===== src/rtl/smbg_pkg.sv =====
package smbg_pkg;

  typedef enum logic [2:0] {
    ST_IDLE,
    ST_ADDR,
    ST_ACK_ADDR,
    ST_CMD,
    ST_ACK_CMD,
    ST_SKIP
  } eng_state_e;

  // Three-level strap code to numeric level; code 11 folds onto high.
  function automatic logic [1:0] strap_level(input logic [1:0] code);
    return (code == 2'b11) ? 2'd2 : code;
  endfunction

  function automatic logic [6:0] strap_addr(input logic [6:0] base,
                                            input logic [1:0] hi_code,
                                            input logic [1:0] lo_code);
    logic [6:0] hi_lvl;
    logic [6:0] lo_lvl;
    hi_lvl = {5'd0, strap_level(hi_code)};
    lo_lvl = {5'd0, strap_level(lo_code)};
    return base + (hi_lvl * 7'd3) + lo_lvl;
  endfunction

endpackage


===== src/rtl/smbg_line_filter.sv =====
module smbg_line_filter #(
  parameter int SYNC_STAGES = 2,
  parameter int FILT_LEN    = 3
) (
  input  logic clk,
  input  logic rst,
  input  logic raw,
  output logic filt
);

  logic [SYNC_STAGES-1:0] sync_q;
  logic [FILT_LEN-1:0]    hist_q;

  always_ff @(posedge clk) begin
    if (rst) begin
      sync_q <= '1;
      hist_q <= '1;
      filt   <= 1'b1;
    end else begin
      sync_q <= {sync_q[SYNC_STAGES-2:0], raw};
      hist_q <= {hist_q[FILT_LEN-2:0], sync_q[SYNC_STAGES-1]};
      if (&hist_q)
        filt <= 1'b1;
      else if (~|hist_q)
        filt <= 1'b0;
    end
  end

  // a filtered change is never followed by an immediate reversal
  p_filt_settle_r10: assert property (@(posedge clk) disable iff (rst)
    (filt != $past(filt)) |=> $stable(filt));

endmodule


===== src/rtl/smbg_bus_cond.sv =====
module smbg_bus_cond (
  input  logic clk,
  input  logic rst,
  input  logic scl,
  input  logic sda,
  output logic scl_rise,
  output logic scl_fall,
  output logic start_evt,
  output logic stop_evt
);

  logic scl_d;
  logic sda_d;

  always_ff @(posedge clk) begin
    if (rst) begin
      scl_d <= 1'b1;
      sda_d <= 1'b1;
    end else begin
      scl_d <= scl;
      sda_d <= sda;
    end
  end

  always_comb begin
    scl_rise  = scl & ~scl_d;
    scl_fall  = ~scl & scl_d;
    start_evt = scl & scl_d & sda_d & ~sda;
    stop_evt  = scl & scl_d & ~sda_d & sda;
  end

endmodule


===== src/rtl/smbg_engine.sv =====
module smbg_engine
  import smbg_pkg::*;
#(
  parameter int ADDR_W = 7,
  parameter int GATES  = 2
) (
  input  logic              clk,
  input  logic              rst,
  input  logic              sda,
  input  logic              scl_rise,
  input  logic              scl_fall,
  input  logic              start_evt,
  input  logic              stop_evt,
  input  logic [ADDR_W-1:0] my_addr,
  output logic              sda_oe,
  output logic [GATES-1:0]  gates
);

  localparam int BYTE_W = ADDR_W + 1;
  localparam int CNT_W  = $clog2(BYTE_W + 1);
  localparam logic [CNT_W-1:0] LAST_BIT = CNT_W'(BYTE_W);

  eng_state_e        st;
  logic [CNT_W-1:0]  bit_cnt;
  logic [BYTE_W-1:0] shreg;
  logic [GATES-1:0]  pend;
  logic              pend_vld;

  always_ff @(posedge clk) begin
    if (rst) begin
      st       <= ST_IDLE;
      bit_cnt  <= '0;
      shreg    <= '0;
      pend     <= '0;
      pend_vld <= 1'b0;
      gates    <= '0;
      sda_oe   <= 1'b0;
    end else if (stop_evt) begin
      if (pend_vld) gates <= pend;
      pend_vld <= 1'b0;
      sda_oe   <= 1'b0;
      st       <= ST_IDLE;
    end else if (start_evt) begin
      pend_vld <= 1'b0;
      sda_oe   <= 1'b0;
      bit_cnt  <= '0;
      st       <= ST_ADDR;
    end else begin
      case (st)
        ST_ADDR, ST_CMD: begin
          if (scl_rise) begin
            shreg   <= {shreg[BYTE_W-2:0], sda};
            bit_cnt <= bit_cnt + 1'b1;
          end else if (scl_fall && bit_cnt == LAST_BIT) begin
            if (st == ST_CMD) begin
              pend     <= shreg[GATES-1:0];
              pend_vld <= 1'b1;
              sda_oe   <= 1'b1;
              st       <= ST_ACK_CMD;
            end else if (shreg[BYTE_W-1:1] == my_addr && !shreg[0]) begin
              sda_oe <= 1'b1;
              st     <= ST_ACK_ADDR;
            end else begin
              st <= ST_SKIP;
            end
          end
        end
        ST_ACK_ADDR: if (scl_fall) begin
          sda_oe  <= 1'b0;
          bit_cnt <= '0;
          st      <= ST_CMD;
        end
        ST_ACK_CMD: if (scl_fall) begin
          sda_oe <= 1'b0;
          st     <= ST_SKIP;
        end
        default: ;
      endcase
    end
  end

  // outputs move only in response to a Stop
  p_gate_hold_r3: assert property (@(posedge clk) disable iff (rst)
    !stop_evt |=> $stable(gates));

  // a (repeated) Start always invalidates the pending command
  p_start_drop_r7: assert property (@(posedge clk) disable iff (rst)
    start_evt |=> !pend_vld);

  // pull-down only inside an acknowledge slot
  p_oe_slot_r5: assert property (@(posedge clk) disable iff (rst)
    sda_oe |-> (st == ST_ACK_ADDR || st == ST_ACK_CMD));

  // the acknowledge clock's falling edge releases the line
  p_oe_release_r5: assert property (@(posedge clk) disable iff (rst)
    (sda_oe && scl_fall) |=> !sda_oe);

endmodule


===== src/rtl/smbg_top.sv =====
module smbg_top
  import smbg_pkg::*;
#(
  parameter logic [6:0] BASE_ADDR   = 7'h48,
  parameter int         SYNC_STAGES = 2,
  parameter int         FILT_LEN    = 3
) (
  input  logic       clk,
  input  logic       rst,
  input  logic       scl_in,
  input  logic       sda_in,
  input  logic [1:0] strap_hi,
  input  logic [1:0] strap_lo,
  output logic       sda_oe,
  output logic       gate_a,
  output logic       gate_b
);

  localparam int NLINES = 2;

  logic [NLINES-1:0] raw_lines;
  logic [NLINES-1:0] clean_lines;
  logic              scl_rise, scl_fall, start_evt, stop_evt;
  logic [6:0]        my_addr;
  logic [1:0]        gates;

  assign raw_lines = {sda_in, scl_in};

  for (genvar g = 0; g < NLINES; g++) begin : g_line
    smbg_line_filter #(
      .SYNC_STAGES(SYNC_STAGES),
      .FILT_LEN   (FILT_LEN)
    ) i_filt (
      .clk (clk),
      .rst (rst),
      .raw (raw_lines[g]),
      .filt(clean_lines[g])
    );
  end

  smbg_bus_cond i_cond (
    .clk      (clk),
    .rst      (rst),
    .scl      (clean_lines[0]),
    .sda      (clean_lines[1]),
    .scl_rise (scl_rise),
    .scl_fall (scl_fall),
    .start_evt(start_evt),
    .stop_evt (stop_evt)
  );

  assign my_addr = strap_addr(BASE_ADDR, strap_hi, strap_lo);

  smbg_engine #(
    .ADDR_W(7),
    .GATES (2)
  ) i_eng (
    .clk      (clk),
    .rst      (rst),
    .sda      (clean_lines[1]),
    .scl_rise (scl_rise),
    .scl_fall (scl_fall),
    .start_evt(start_evt),
    .stop_evt (stop_evt),
    .my_addr  (my_addr),
    .sda_oe   (sda_oe),
    .gates    (gates)
  );

  assign gate_a = gates[0];
  assign gate_b = gates[1];

  // quiet outputs in the cycle after reset
  p_reset_quiet_r1: assert property (@(posedge clk)
    rst |=> (!gate_a && !gate_b && !sda_oe));

endmodule


===== config.mk =====
export PLATFORM = sky130hd
export DESIGN_NAME = smbg_top
export DESIGN_NICKNAME = d
export VERILOG_FILES = /design/src/rtl/smbg_pkg.sv /design/src/rtl/smbg_line_filter.sv /design/src/rtl/smbg_bus_cond.sv /design/src/rtl/smbg_engine.sv /design/src/rtl/smbg_top.sv
export SDC_FILE = /design/constraint.sdc
export NUM_CORES = 1
export LEC_CHECK = 0
export BUFFER_PORTS_ARGS = -buffer_cell sky130_fd_sc_hd__buf_2
export CORE_MARGIN = 1.5
export CORE_UTILIZATION = 40
export CTS_CLUSTER_SIZE = 10
export DETAILED_ROUTE_END_ITERATION = 8
export HOLD_SLACK_MARGIN = 0.1
export PLACE_DENSITY_LB_ADDON = 0.12
export SYNTH_ARGS = -nofsm -noshare
export SYNTH_HDL_FRONTEND = slang
export SYNTH_HIERARCHICAL = 1
export SYNTH_SLANG_ARGS = --single-unit

===== constraint.sdc =====
create_clock -name clk -period 2.8 [get_ports clk]
set_input_delay 0.56 -clock clk [delete_from_list [all_inputs] [get_ports clk]]
set_output_delay 0.56 -clock clk [all_outputs]
set_load 0.03 [all_outputs]

Word-level counts from Yosys, hierarchy flattened. Index checks and enable logic that the tools add are counted.

Word-level logic and storage cells: 98. Output and inout port bits: 3. Bits in latches: 0. Memory bits (read-only): 0. Memories: 0. Flip-flop bits (word level): 35. Bits in writable memories: 0.

Muxes and demuxes: 20. Shifts and indexed selects: 0. Div/mod/pow operators: 0. Bitwise gates (word level): 14. Order comparisons: 0. Equality and inequality tests: 19. $add $sub $neg: 3. Multiply operators: 1. Reductions and logical operators: 25.

Operators with widths (count): two-way mux 3 bit (6); AND reduction 5 bit (3); two-way mux 4 bit (3); AND reduction 4 bit (3); OR reduction 2 bit (5); inequality test 3 x 2 -> 1 bit, second input constant (3); case mux 3 bit (3 select lines) (1); OR reduction 3 bit (3); inequality test 2 x 1 -> 1 bit, second input constant (4); case mux 4 bit (2 select lines) (1); adder 7 x 2 -> 7 bit (1); adder 7 x 4 -> 7 bit, first input constant (1); bitwise AND 1 bit (7); == test 7 bit (1); NOT 1 bit (7); == test 3 x 2 -> 1 bit, second input constant (2); two-way mux 1 bit (6); inequality test 3 bit, second input constant (2); AND reduction 3 bit (2); AND reduction 6 bit (1); nonzero test 3 bit (2); adder 4 x 1 -> 4 bit, second input constant (1); == test 2 bit, second input constant (2); == test 4 bit, second input constant (1); other kinds (12) (14).

Depth between registers and ports, before layout.
Depth in word-level cells: 13. Mapped depth: 9.

Hierarchy. Netlist, hierarchy kept.

Modules (own cells, without submodules): smbg_engine (instances 1, cells each 112, area an instance 1047.3 um2, sequential area each 420.4 um2); smbg_line_filter (instances 2, cells each 15, area an instance 170.2 um2, sequential area each 120.1 um2); smbg_top (instances 1, cells each 13, area an instance 98.8 um2, sequential area each 0.0 um2); smbg_bus_cond (instances 1, cells each 8, area an instance 85.1 um2, sequential area each 40.0 um2).

Worst setup path before layout. OpenSTA, ideal clock, no wires.

Kind: input port to flip-flop. Start: input port strap_hi[1]. End: register i_eng.st[2]. Slack: 301 ps. Library setup time: 138 ps. Cell stages on the path: 9. Arrival: 2361 ps. Required time: 2662 ps. Cell sequence: or2_1 > ha_1 > ha_1 > fa_1 > inv_1 > xnor2_1 > nand4_1 > nor4_1 > a211oi_1.

Cells in the longest elaborated chain, start to end: 12.

Ends and longest elaborated chain: from (decl) (RTL line smbg_top.sv:12) `input logic [1:0] strap_hi,`; == test 2 bit (RTL line smbg_pkg.sv:14) `return (code == 2'b11) ? 2'd2 : code;`; two-way mux 2 bit * (RTL line smbg_pkg.sv:14); multiplier 2 x 2 -> 4 bit * (RTL line smbg_pkg.sv:24) `return base + (hi_lvl * 7'd3) + lo_lvl;`; adder 7 x 4 -> 7 bit * (RTL line smbg_pkg.sv:24); adder 7 x 2 -> 7 bit * (RTL line smbg_pkg.sv:24); net my_addr[4] (RTL line smbg_top.sv:24) `logic [6:0] my_addr;`; == test 7 bit * (RTL line smbg_engine.sv:60) `end else if (shreg[BYTE_W-1:1] == my_addr && !shreg[0]) begin`; logical AND 1 bit * (RTL line smbg_engine.sv:60); two-way mux 3 bit * (RTL line smbg_engine.sv:60); two-way mux 3 bit * (RTL line smbg_engine.sv:55) `if (st == ST_CMD) begin`; two-way mux 3 bit * (RTL line smbg_engine.sv:54) `end else if (scl_fall && bit_cnt == LAST_BIT) begin`; two-way mux 3 bit * (RTL line smbg_engine.sv:51) `if (scl_rise) begin`; case mux 3 bit (3 select lines) * (RTL line smbg_engine.sv:49) `case (st)`; to (signal assigned) (RTL line smbg_engine.sv:47) `st <= ST_ADDR;`; to (signal assigned) (RTL line smbg_engine.sv:59) `st <= ST_ACK_CMD;`; to (signal assigned) (RTL line smbg_engine.sv:62) `st <= ST_ACK_ADDR;`; to (decl) (RTL line smbg_engine.sv:23) `eng_state_e st;`.

Mark *: on every way through the listed nets, which the timed path passes. The rest lies on a longest branch. The select of a mux whose other input is x is not followed. A chain may end at the register's enable or synchronous reset.

Worst setup path after layout.
Start: input port strap_hi[1]. End: register i_eng.st[1].

The elaborated chain is that of the path after synthesis.

==> run metrics <==
vias per std cell=4.98; Core ar.=3720 um2; Die Wd=65.7 um; Compound-Gate Fraction of Synth Area=0.0963; Iteration-0 DRC Markers=32; Peak VDD IR=0.346 mV; Synth Net Count=177; die height=65.7 um; CTS root buf=clkbuf_8; largest net degree at the start of global routing=30; Clk pin slew, worst setup/hold paths=0.06 ns; Max clock buf depth=2; WL/cell=11.7 um; synthesized area=1570 um2; CP Max Fanout=3; # rows=22; HPWL after DPL=1890 um; FMAX=393 MHz; required time worst endpoint=3.03 ns; run status=finished clean; DRC viols=0; Crit. End Element=register; pwr dens=536 nW/um2; final wirelength=2590 um; antenna fix cells=0; EDFF count, synth=0; Finished Core Util=0.468; detailed-route via count=1105; final hold vios=0; largest family of logic cells by synthesized area=simple AND/OR/NAND/NOR gates; leading area contributor after synthesis=dfxtp_1; Max H-tree Level=2; FF+latch area=701 um2; Die Footprint=4310 um2; Hold Buf Count CTS=0; Leak=0.721 nW; Remaining Overflow, GRT=0; ys flop type=dfxtp_1; setup violators final=0; sequential share of the synthesized area=0.446; final net count=187; CTS tree=done; Port Buffers=10; simple-gate portion of the synthesized area=0.229; ys async rst share=0; unrepaired setup endpoints after global routing=false; post-CTS resize count=0; Synth cell types=37; GRT Total Usage=0.145; Synthesis Warnings=6; ranking of synthesized cells by area=dfxtp_1, mux2i_1, nor2_1; area grow syn2layout=10.7%; vias in the first global route=1072; layout cells sized above 1=0.149; top cells by count, synth=dfxtp_1, nor2_1, mux2i_1; mux cell area share after synthesis=0.0637; routability-driven placement congestion ratio=0.734; Initial Util=0.423; Synth top area share=0.446; maxcap violations=0; final period demand of the worst path=2.55 ns; clk_skew=0.00951 ns; final worst-path cycle share=0.909; area of the multi-input gates=798 um2; overall power=0.932 mW; xor/xnor cell area share of the yosys netlist=0.0613; initial antenna violation count=0; critical path class=in2reg; drt pass-1 iters=4; clk_lat worst skew=0.28 ns; Startpoint Class=input pin; Num CTS Buffers=5; Yosys reg bits=35; Synth Area per Inst=9.64 um2; WP data arrival=2.77 ns; synthesized-area fraction occupied by adder cells=0.0525; Mapped Cells=163; post-CTS setup buffer count=0; io pins=11; clock sinks=35; Hold Path Class=reg2reg; fillers=365; Post-DRT Antenna Nets=0; Max Slew Vio Count=0; count leader, synth=dfxtp_1; global-route wire length before repair=4640 um
[critical path: stages]
cell and delay [ns]:
buf_2 0.12, or2_1 0.23, ha_1 0.28, ha_1 0.21, fa_1 0.40, inv_1 0.08, xnor2_1 0.12, nand4_1 0.14
nor4_1 0.41, a22o_1 0.21
[per-stage QoR]
| step | setup WS (ns) | setup TNS, ns | hold slack [ns] | cell area (um2) | instances |
|---|---|---|---|---|---|
| global placement | 0.0891 | 0 | 0.388 | 1640 | 214 |
| detailed placement | -0.0590 | -0.144 | 0.393 | 1640 | 214 |
| floorplan | 0.301 | 0 | 0.383 | 1570 | 163 |
| global route | 0.106 | 0 | 0.427 | 1740 | 222 |
| finish | 0.254 | 0 | 0.403 | 1740 | 222 |
| CTS | 0.256 | 0 | 0.410 | 1740 | 222 |
[final timing paths]
| path | from | to | slack [ns] | cells after the start |
|---|---|---|---|---|
| min reg2reg | g_line[0].i_filt/sync_q[0] | g_line[0].i_filt/sync_q[1] | 0.40 | 1 |
| max reg2reg | g_line[1].i_filt/filt | i_eng/pend[1] | 1.26 | 5 |
| max | strap_hi[1] | i_eng/st[1] | 0.25 | 10 |
| min | g_line[0].i_filt/sync_q[0] | g_line[0].i_filt/sync_q[1] | 0.40 | 1 |
[cell families (layout without fill, tap and decap cells)]
logic type,after synthesis,after routing
AOI/OAI and AO/OA,21,21
xor gates and xnor gates,11,11
adders and majority gates,6,6
buffers and inverters,15,26
DFF,35,35
muxes,10,10
other,2,2
and+or+nand+nor,63,63
[routing by layer]
layer  vias up  part of all wire  track usage
met5         -                 0            0
met4         0             0.020       0.0703
met3         6             0.039       0.0565
met2        19              0.45        0.231
met1       513              0.49        0.168
li1        567                 -            -
[layout by cell type (no fill, tap or decap), drive strengths merged, types with 2 or more instances in the layout]
cell | synthesis | layout
ha | 5 | 5
buf | 2 | 10
xor2 | 3 | 3
nor2b | 5 | 5
dfxtp | 35 | 35
nand3 | 2 | 2
o31ai | 2 | 2
and4bb | 3 | 3
conb | 2 | 2
and3b | 2 | 2
nand4 | 2 | 2
nor2 | 24 | 24
and4b | 3 | 3
a21oi | 7 | 7
nand2 | 7 | 7
o21ai | 3 | 3
inv | 8 | 8
mux2i | 10 | 10
xnor2 | 8 | 8
a211oi | 3 | 3
or2 | 11 | 11
clkbuf | 5 | 8
[layout make-up]
class	count	share of cell area
well taps	48	0.0345
flip-flops and latches	35	0.403
clock buffers	8	0.0576
multi-input cells	113	0.459
inverters	8	0.0173
repair buffers	10	0.0288
[state kept, by name, summed over array words and instances, names as in the netlist]
| signal | cells |
|---|---|
| i_eng/bit_cnt | 4 |
| i_cond/sda_d | 1 |
| i_eng/shreg | 8 |
| i_eng/sda_oe | 1 |
| i_eng/pend | 2 |
| i_eng/gates | 2 |
| g_line.i_filt/hist_q | 6 |
| g_line.i_filt/filt | 2 |
| i_eng/pend_vld | 1 |
| i_cond/scl_d | 1 |
| g_line.i_filt/sync_q | 4 |
| i_eng/st | 3 |
[power breakdown]
part / switching (mW) / internal (mW)
logic: 0.0209 / 0.0177
registers: 0.00116 / 0.502
clock network: 0.166 / 0.224
total: 0.188 / 0.744
(Power assumes the default switching activity.)
